[src/rtl/flash_disc_pkg.sv]
package flash_disc_pkg;

   localparam logic [7:0] OP_IDENT   = 8'h9F;
   localparam logic [7:0] OP_WR_EN   = 8'h06;
   localparam logic [7:0] OP_UNLOCK  = 8'h98;
   localparam logic [7:0] OP_STATUS  = 8'h05;
   localparam logic [7:0] OP_PARAM   = 8'h5A;

   localparam int HDR_BYTES  = 16;
   localparam int TBL_BYTES  = 8;
   localparam int IDENT_LEN  = 3;
   localparam int PARAM_ALEN = 4;

   typedef enum logic [3:0] {
      ST_IDENT_REQ,
      ST_IDENT_WAIT,
      ST_WREN_REQ,
      ST_WREN_WAIT,
      ST_UNLK_REQ,
      ST_UNLK_WAIT,
      ST_POLL_REQ,
      ST_POLL_WAIT,
      ST_HDR_REQ,
      ST_HDR_WAIT,
      ST_TBL_REQ,
      ST_TBL_WAIT,
      ST_FINISH_OK,
      ST_FINISH_ERR
   } disc_state_t;

endpackage

[src/rtl/fd_byte_capture.sv]
module fd_byte_capture #(
   parameter int DEPTH = 16
) (
   input  logic               clk,
   input  logic               rst_n,
   input  logic               clear,
   input  logic               wr_en,
   input  logic [7:0]         wr_byte,
   output logic [DEPTH*8-1:0] bytes_flat
);

   localparam int IDX_W = $clog2(DEPTH + 1);

   logic [IDX_W-1:0] idx_q;
   logic             room;

   generate
      if (DEPTH < 1) begin : g_bad_depth
         $error("fd_byte_capture: DEPTH must be at least 1");
      end
   endgenerate

   assign room = (idx_q < IDX_W'(DEPTH));

   always_ff @(posedge clk or negedge rst_n) begin
      if (!rst_n) begin
         idx_q <= '0;
      end else if (clear) begin
         idx_q <= '0;
      end else if (wr_en && room) begin
         idx_q <= idx_q + 1'b1;
      end
   end

   generate
      for (genvar g = 0; g < DEPTH; g++) begin : g_slot
         logic [7:0] slot_q;
         always_ff @(posedge clk or negedge rst_n) begin
            if (!rst_n) begin
               slot_q <= '0;
            end else if (wr_en && !clear && (idx_q == IDX_W'(g))) begin
               slot_q <= wr_byte;
            end
         end
         assign bytes_flat[8*g +: 8] = slot_q;
      end
   endgenerate

   // Engine must never return more bytes than the frame asked for
   p_no_overflow_r4 : assert property (@(posedge clk) disable iff (!rst_n)
      (wr_en && !clear) |-> room);

   p_index_moves_r7 : assert property (@(posedge clk) disable iff (!rst_n)
      (wr_en && !clear && room) |=> (idx_q == $past(idx_q) + 1'b1));

endmodule

[src/rtl/fd_param_check.sv]
module fd_param_check #(
   parameter int SIZE_W = 32,
   parameter int DEPTH  = 16
) (
   input  logic [DEPTH*8-1:0] bytes_flat,
   output logic               hdr_ok,
   output logic               tbl_ok,
   output logic [23:0]        tbl_ptr,
   output logic [SIZE_W-1:0]  byte_count
);

   localparam int CNT_W = 29;

   logic [7:0]       b [DEPTH];
   logic             sig_ok;
   logic             ver_ok;
   logic             first_hdr_ok;
   logic             erase_ok;
   logic             addr_ok;
   logic [31:0]      density;
   logic [CNT_W-1:0] count_raw;

   generate
      if (DEPTH < 16) begin : g_bad_depth
         $error("fd_param_check: DEPTH must cover the 16-byte header");
      end
      if (SIZE_W < CNT_W) begin : g_bad_size
         $error("fd_param_check: SIZE_W must be at least 29");
      end
      for (genvar k = 0; k < DEPTH; k++) begin : g_unpack
         assign b[k] = bytes_flat[8*k +: 8];
      end
   endgenerate

   // Header checks: signature, major revision, first parameter header
   assign sig_ok       = (b[0] == 8'h53) && (b[1] == 8'h46) &&
                         (b[2] == 8'h44) && (b[3] == 8'h50);
   assign ver_ok       = (b[5] == 8'h01);
   assign first_hdr_ok = (b[8] == 8'h00) && (b[10] == 8'h01);
   assign hdr_ok       = sig_ok && ver_ok && first_hdr_ok;

   // Pointer arrives least significant byte first
   assign tbl_ptr = {b[14], b[13], b[12]};

   // Table checks: 4 KiB erase with the expected opcode, 3-byte addressing
   assign erase_ok = (b[0][1:0] == 2'b01) && (b[1] == 8'h20);
   assign addr_ok  = !b[2][2] && !b[7][7];
   assign tbl_ok   = erase_ok && addr_ok;

   // Density is bits minus one, little-endian
   assign density   = {b[7], b[6], b[5], b[4]};
   assign count_raw = density[31:3] + CNT_W'(1);

   generate
      if (SIZE_W > CNT_W) begin : g_pad
         assign byte_count = {{(SIZE_W-CNT_W){1'b0}}, count_raw};
      end else begin : g_exact
         assign byte_count = count_raw;
      end
   endgenerate

   logic unused_hdr_bytes;
   assign unused_hdr_bytes = ^{b[4], b[9], b[11], b[15], b[3], density[2:0]};

endmodule

[src/rtl/fd_sequencer.sv]
module fd_sequencer
   import flash_disc_pkg::*;
#(
   parameter int          POLL_LIMIT  = 1000,
   parameter bit          UNLOCK_EN   = 1'b1,
   parameter logic [7:0]  VENDOR_ID   = 8'hBF,
   parameter int          SIZE_W      = 32
) (
   input  logic              clk,
   input  logic              rst_n,
   output logic              cmd_valid,
   output logic [7:0]        cmd_opcode,
   output logic [31:0]       cmd_addr,
   output logic [2:0]        cmd_addr_len,
   output logic [4:0]        cmd_rd_len,
   input  logic              cmd_ready,
   input  logic              cmd_done,
   input  logic [7:0]        first_byte,
   input  logic              hdr_ok,
   input  logic              tbl_ok,
   input  logic [23:0]       tbl_ptr,
   input  logic [SIZE_W-1:0] byte_count,
   output logic              cap_en,
   output logic              cap_clear,
   output logic              disc_ok,
   output logic              disc_err,
   output logic [SIZE_W-1:0] dev_bytes
);

   localparam int POLL_W = $clog2(POLL_LIMIT + 1);

   disc_state_t       state_q, state_d;
   logic [POLL_W-1:0] poll_q, poll_d;
   logic              ok_q, ok_d;
   logic              err_q, err_d;
   logic [SIZE_W-1:0] size_q, size_d;
   logic              want_unlock;
   logic              accept;
   logic              in_wait;

   generate
      if (POLL_LIMIT < 1) begin : g_bad_poll
         $error("fd_sequencer: POLL_LIMIT must be at least 1");
      end
      if (UNLOCK_EN) begin : g_unlock
         assign want_unlock = (first_byte == VENDOR_ID);
      end else begin : g_no_unlock
         logic unused_first;
         assign unused_first = ^first_byte;
         assign want_unlock  = 1'b0;
      end
   endgenerate

   // Frame fields, decoded from the request states only
   always_comb begin
      cmd_valid    = 1'b0;
      cmd_opcode   = 8'h00;
      cmd_addr     = 32'h0;
      cmd_addr_len = 3'd0;
      cmd_rd_len   = 5'd0;
      unique case (state_q)
         ST_IDENT_REQ: begin
            cmd_valid  = 1'b1;
            cmd_opcode = OP_IDENT;
            cmd_rd_len = 5'(IDENT_LEN);
         end
         ST_WREN_REQ: begin
            cmd_valid  = 1'b1;
            cmd_opcode = OP_WR_EN;
         end
         ST_UNLK_REQ: begin
            cmd_valid  = 1'b1;
            cmd_opcode = OP_UNLOCK;
         end
         ST_POLL_REQ: begin
            cmd_valid  = 1'b1;
            cmd_opcode = OP_STATUS;
            cmd_rd_len = 5'd1;
         end
         ST_HDR_REQ: begin
            cmd_valid    = 1'b1;
            cmd_opcode   = OP_PARAM;
            cmd_addr_len = 3'(PARAM_ALEN);
            cmd_rd_len   = 5'(HDR_BYTES);
         end
         ST_TBL_REQ: begin
            cmd_valid    = 1'b1;
            cmd_opcode   = OP_PARAM;
            cmd_addr     = {tbl_ptr, 8'h00};
            cmd_addr_len = 3'(PARAM_ALEN);
            cmd_rd_len   = 5'(TBL_BYTES);
         end
         default: ;
      endcase
   end

   assign accept    = cmd_valid && cmd_ready;
   assign in_wait   = (state_q == ST_IDENT_WAIT) || (state_q == ST_WREN_WAIT) ||
                      (state_q == ST_UNLK_WAIT)  || (state_q == ST_POLL_WAIT) ||
                      (state_q == ST_HDR_WAIT)   || (state_q == ST_TBL_WAIT);
   assign cap_en    = in_wait;
   assign cap_clear = accept;

   always_comb begin
      state_d = state_q;
      poll_d  = poll_q;
      ok_d    = ok_q;
      err_d   = err_q;
      size_d  = size_q;
      unique case (state_q)
         ST_IDENT_REQ:  if (accept) state_d = ST_IDENT_WAIT;
         ST_IDENT_WAIT: if (cmd_done) state_d = want_unlock ? ST_WREN_REQ : ST_POLL_REQ;
         ST_WREN_REQ:   if (accept) state_d = ST_WREN_WAIT;
         ST_WREN_WAIT:  if (cmd_done) state_d = ST_UNLK_REQ;
         ST_UNLK_REQ:   if (accept) state_d = ST_UNLK_WAIT;
         ST_UNLK_WAIT:  if (cmd_done) state_d = ST_POLL_REQ;
         ST_POLL_REQ:   if (accept) state_d = ST_POLL_WAIT;
         ST_POLL_WAIT: begin
            if (cmd_done) begin
               if (!first_byte[0]) begin
                  state_d = ST_HDR_REQ;
                  poll_d  = '0;
               end else if (poll_q == POLL_W'(POLL_LIMIT - 1)) begin
                  state_d = ST_FINISH_ERR;
                  err_d   = 1'b1;
               end else begin
                  state_d = ST_POLL_REQ;
                  poll_d  = poll_q + 1'b1;
               end
            end
         end
         ST_HDR_REQ:    if (accept) state_d = ST_HDR_WAIT;
         ST_HDR_WAIT: begin
            if (cmd_done) begin
               if (hdr_ok) begin
                  state_d = ST_TBL_REQ;
               end else begin
                  state_d = ST_FINISH_ERR;
                  err_d   = 1'b1;
               end
            end
         end
         ST_TBL_REQ:    if (accept) state_d = ST_TBL_WAIT;
         ST_TBL_WAIT: begin
            if (cmd_done) begin
               if (tbl_ok) begin
                  state_d = ST_FINISH_OK;
                  ok_d    = 1'b1;
                  size_d  = byte_count;
               end else begin
                  state_d = ST_FINISH_ERR;
                  err_d   = 1'b1;
               end
            end
         end
         default: ;
      endcase
   end

   always_ff @(posedge clk or negedge rst_n) begin
      if (!rst_n) begin
         state_q <= ST_IDENT_REQ;
         poll_q  <= '0;
         ok_q    <= 1'b0;
         err_q   <= 1'b0;
         size_q  <= '0;
      end else begin
         state_q <= state_d;
         poll_q  <= poll_d;
         ok_q    <= ok_d;
         err_q   <= err_d;
         size_q  <= size_d;
      end
   end

   assign disc_ok   = ok_q;
   assign disc_err  = err_q;
   assign dev_bytes = size_q;

   p_flags_excl_r11 : assert property (@(posedge clk) disable iff (!rst_n)
      !(disc_ok && disc_err));

   p_ok_sticky_r11 : assert property (@(posedge clk) disable iff (!rst_n)
      disc_ok |=> disc_ok);

   p_err_sticky_r11 : assert property (@(posedge clk) disable iff (!rst_n)
      disc_err |=> disc_err);

   p_size_gated_r11 : assert property (@(posedge clk) disable iff (!rst_n)
      !disc_ok |-> (dev_bytes == '0));

   p_quiet_after_r11 : assert property (@(posedge clk) disable iff (!rst_n)
      (disc_ok || disc_err) |-> !cmd_valid);

   p_hold_frame_r12 : assert property (@(posedge clk) disable iff (!rst_n)
      (cmd_valid && !cmd_ready) |=> (cmd_valid && $stable(cmd_opcode) &&
         $stable(cmd_addr) && $stable(cmd_addr_len) && $stable(cmd_rd_len)));

   p_poll_bound_r3 : assert property (@(posedge clk) disable iff (!rst_n)
      poll_q < POLL_W'(POLL_LIMIT));

   p_size_on_success_r10 : assert property (@(posedge clk) disable iff (!rst_n)
      $rose(disc_ok) |-> (dev_bytes != '0));

endmodule

[src/rtl/flash_param_discovery.sv]
module flash_param_discovery
   import flash_disc_pkg::*;
#(
   parameter int         POLL_LIMIT = 1000,
   parameter bit         UNLOCK_EN  = 1'b1,
   parameter logic [7:0] VENDOR_ID  = 8'hBF,
   parameter int         SIZE_W     = 32
) (
   input  logic              clk,
   input  logic              rst_n,
   output logic              cmd_valid,
   output logic [7:0]        cmd_opcode,
   output logic [31:0]       cmd_addr,
   output logic [2:0]        cmd_addr_len,
   output logic [4:0]        cmd_rd_len,
   input  logic              cmd_ready,
   input  logic              rsp_valid,
   input  logic [7:0]        rsp_byte,
   input  logic              cmd_done,
   output logic              disc_ok,
   output logic              disc_err,
   output logic [SIZE_W-1:0] dev_bytes
);

   localparam int BUF_DEPTH = HDR_BYTES;

   logic [BUF_DEPTH*8-1:0] cap_bytes;
   logic                   cap_en;
   logic                   cap_clear;
   logic                   hdr_ok;
   logic                   tbl_ok;
   logic [23:0]            tbl_ptr;
   logic [SIZE_W-1:0]      byte_count;

   fd_byte_capture #(
      .DEPTH (BUF_DEPTH)
   ) i_capture (
      .clk        (clk),
      .rst_n      (rst_n),
      .clear      (cap_clear),
      .wr_en      (rsp_valid && cap_en),
      .wr_byte    (rsp_byte),
      .bytes_flat (cap_bytes)
   );

   fd_param_check #(
      .SIZE_W (SIZE_W),
      .DEPTH  (BUF_DEPTH)
   ) i_check (
      .bytes_flat (cap_bytes),
      .hdr_ok     (hdr_ok),
      .tbl_ok     (tbl_ok),
      .tbl_ptr    (tbl_ptr),
      .byte_count (byte_count)
   );

   fd_sequencer #(
      .POLL_LIMIT (POLL_LIMIT),
      .UNLOCK_EN  (UNLOCK_EN),
      .VENDOR_ID  (VENDOR_ID),
      .SIZE_W     (SIZE_W)
   ) i_seq (
      .clk          (clk),
      .rst_n        (rst_n),
      .cmd_valid    (cmd_valid),
      .cmd_opcode   (cmd_opcode),
      .cmd_addr     (cmd_addr),
      .cmd_addr_len (cmd_addr_len),
      .cmd_rd_len   (cmd_rd_len),
      .cmd_ready    (cmd_ready),
      .cmd_done     (cmd_done),
      .first_byte   (cap_bytes[7:0]),
      .hdr_ok       (hdr_ok),
      .tbl_ok       (tbl_ok),
      .tbl_ptr      (tbl_ptr),
      .byte_count   (byte_count),
      .cap_en       (cap_en),
      .cap_clear    (cap_clear),
      .disc_ok      (disc_ok),
      .disc_err     (disc_err),
      .dev_bytes    (dev_bytes)
   );

endmodule

[config.mk]
export PLATFORM = sky130hd
export DESIGN_NAME = flash_param_discovery
export DESIGN_NICKNAME = d
export VERILOG_FILES = /design/src/rtl/flash_disc_pkg.sv /design/src/rtl/fd_byte_capture.sv /design/src/rtl/fd_param_check.sv /design/src/rtl/fd_sequencer.sv /design/src/rtl/flash_param_discovery.sv
export SDC_FILE = /design/constraint.sdc
export NUM_CORES = 1
export LEC_CHECK = 0
export ABC_AREA = 0
export BUFFER_PORTS_ARGS = -buffer_cell sky130_fd_sc_hd__buf_2
export CORE_MARGIN = 3
export CORE_UTILIZATION = 35
export DETAILED_ROUTE_END_ITERATION = 6
export PLACE_DENSITY_LB_ADDON = 0.08
export SLEW_MARGIN = 20
export SYNTH_ARGS = -nofsm -noshare
export SYNTH_HDL_FRONTEND = slang
export SYNTH_SLANG_ARGS = --single-unit
[constraint.sdc]
create_clock -name clk -period 2 [get_ports clk]
set_input_delay 0.3 -clock clk [delete_from_list [all_inputs] [get_ports clk]]
set_output_delay 0.3 -clock clk [all_outputs]
set_load 0.005 [all_outputs]
==> results.cfg <==
[critical_path]
crit_arrival_ps = 1840
reg2reg_from = i_seq.state_q[2]
path_cells = buf_4 > ha_4 > or3_4 > buf_6 > nor2b_4 > buf_2
critPathMaxFanout = 3
cp.required_ps = 1700
path_delay_family = simple AND/OR/NAND/NOR gates
path_class = flip-flop to output port
r2r_slack_ps = -110
start_kind = flip-flop
crit_buf_inv = 3
worstReg2RegEnd = i_capture.g_slot[12].slot_q[4]
reg2reg_depth = 8
slowest_delay_ps = 400
slowest_stage = dfrtp_1
cp-end-kind = output port

[cts]
clock-root-buffer = clkbuf_16
cts-buffers-inserted = 17
cts_tree = yes
cts_max_path_buffers = 2
insertion_delay_ps = 420
h-tree-depth = 4
clock_sinks = 151
clk_pin_slew_ps = 60

[sta]
fmax_ghz = 0.466
fin_ws_ps = -144
tightestPinTransition_ps = 553
fin_crit_ps = 2140
slew_violations = 0
hold_slack_ps = 231
setup_violations = 120
setup_tns_ps = -8110
fin_worst_skew_ps = 7.92
relSlewSlack_pct = 63.2
fin_crit_sh_pct = 107
hold_violations = 0
rsz0062_at_grt = true

[final_layout]
fin_util_pct = 45.5
nNetsFinal = 771
antenna_cells = 0
fillers = 1911
final_area_um2 = 9300
syn2layout_area_growth_pct = 27.0
layout_common_cells = 150 x dfrtp_1, 86 x mux2_2, 76 x buf_2, 49 x nor2_1, 38 x a21oi_1
mostFrequentLayoutCell = dfrtp_1
instances_no_fill = 1030
drive_gt1_share_pct = 42.2

[hold_path]
hold_depth = 2
min_path_type = input port to flip-flop
min_from = cmd_done
holdPathEnd = i_seq.disc_err

[floorplan]
die_y_um = 151
die_x_um = 151
dieArea_um2 = 22700
num_rows = 52
initial_utilization_pct = 35.9
core_area_um2 = 20400
top_level_ports = 96

[yosys]
synth_ff_type = dfrtp_1
seq_area_frac_synth_pct = 51.6
synth_edf_count = 0
synth-warning-count = 0
synth_seq_cells = 151
ys_types = 58
netlist_instances = 629
ys_async_sr_fraction_pct = 100
synth_area_um2 = 7320
avgSynthCellArea_um2 = 11.6

[global_routing]
grt_pass1_wl_um = 28500
overflow = 0
antenna_found_initial = 0
grt_usage_pct = 16.3
grt_pass1_vias = 5106
grt_max_degree = 57

[placement]
port_buffers = 80
placed_area_um2 = 8310
dp_slack_ps = -261
dp_hpwl_um = 12000
gp_congestion = 0.798
place_inst = 984

[detailed_routing]
wl_per_cell_um = 17.4
avgViaCountPerCell = 5.05
drt.antenna.violating_nets = 0
vias = 5199
first_iter_violations = 327
drcViolationCount = 0
firstDrtPassIters = 4
routed_wirelength_um = 17900

[pwr]
peakVddDrop_v = 0.000500
finalPower_mw = 10.9
power.leakage_nw = 4.46
power_density_nw_per_um2 = 1180

[run]
max_cap_violations = 0

[status]
violations = negative setup slack
status = finished with violations
[where the power goes]
group / switching [mW] / leakage, nW / internal (mW)
Sequential: 0.726 / 2.03 / 3.77
Combinational: 1.58 / 2.17 / 1.79
Clock: 1.28 / 0.266 / 1.80
Total: 3.59 / 4.46 / 7.36
[Yosys cell counts (4+ instances only)]
| master | instances | area, µm² |
|---|---|---|
| and4_1 | 7 | 61.3 |
| nor2_2 | 8 | 50.1 |
| nand2b_1 | 5 | 31.3 |
| nor4b_1 | 6 | 52.6 |
| and3_1 | 31 | 194 |
| clkbuf_1 | 22 | 82.6 |
| and2_1 | 4 | 25.0 |
| a21oi_1 | 38 | 190 |
| o21ai_0 | 4 | 20.0 |
| nor3_1 | 4 | 20.0 |
| buf_2 | 7 | 35.0 |
| nand2_1 | 17 | 63.8 |
| xnor2_1 | 8 | 70.1 |
| nand4_1 | 19 | 119 |
| xor2_1 | 24 | 210 |
| ha_1 | 10 | 125 |
| mux2_2 | 104 | 1170 |
| inv_1 | 7 | 26.3 |
| dfrtp_1 | 151 | 3780 |
| buf_4 | 18 | 135 |
| mux2i_1 | 4 | 40.0 |
| a22o_1 | 5 | 43.8 |
| nor2b_1 | 4 | 25.0 |
| nand3_1 | 13 | 65.1 |
| nor4_1 | 7 | 43.8 |
| nor2_1 | 55 | 206 |
[sequential cells by signal, indices dropped and copies added (netlist names)]
signal and flops:
i_seq.dev_bytes 29, i_seq.poll_q 10, i_capture.idx_q 5, i_seq.state_q 4, i_capture.g_slot.slot_q 101, i_seq.disc_ok 1
i_seq.disc_err 1
[timing repair]
item	4_1_cts	5_1_grt
gates cloned	3	0
gates resized for setup	49	22
hold buffers	1	0
setup endpoints to repair	136	177
setup buffers	8	6
endpoints found under the hold margin	53	0
pin swaps	15	9
[layer usage]
metal	share of wire, %	up-vias	wire length [µm]	GRT usage (%)
met2	48	105	8600	25.5
met5	0	-	0	0
met3	3.4	15	600	3.31
met4	1.2	0	209	5.44
li1	-	2454	-	-
met1	47	2625	8490	22.7
[area by class of cell]
cell class                 count  area [µm²]  area share (%)
sequential                   151        3780            40.6
multi-input combinational    434        3550            38.2
timing repair buffer         137        1040            11.2
clock buffer                  20         467            5.02
tap                          270         338            3.63
clock inverter                11         100            1.08
inverter                       7        26.3           0.283
[cells by family (layout without fill, tap and decap cells)]
kind of cell             count (synthesis)  count (layout)  synth area share [%]
multiplexers                           108             108                  16.5
XOR/XNOR                                32              32                  3.83
AND/OR/NAND/NOR                        206             206                  16.9
AO/OA/AOI/OAI                           63              63                  5.16
buffers and inverters                   58             175                  4.24
other                                    1              15                0.0512
adder cells (fa/ha/maj)                 10              10                  1.71
flip-flops                             151             151                  51.6
[worst max-delay path by stage]
stage | to | depth (start not counted) | startpoint | slack (ps)
after floorplan | i_capture.g_slot[6].slot_q[0] | 9 | i_seq.state_q[2] | -40
after global placement | i_capture.g_slot[6].slot_q[3] | 7 | i_seq.state_q[3] | -190
after detailed placement | i_capture.g_slot[6].slot_q[2] | 7 | i_seq.state_q[3] | -260
after CTS | cmd_valid | 6 | i_seq.state_q[3] | -170
after global routing | cmd_addr[29] | 7 | i_seq.state_q[2] | -220
final | cmd_valid | 6 | i_seq.state_q[2] | -140
No activity file was read; power rests on OpenSTA's default activity.
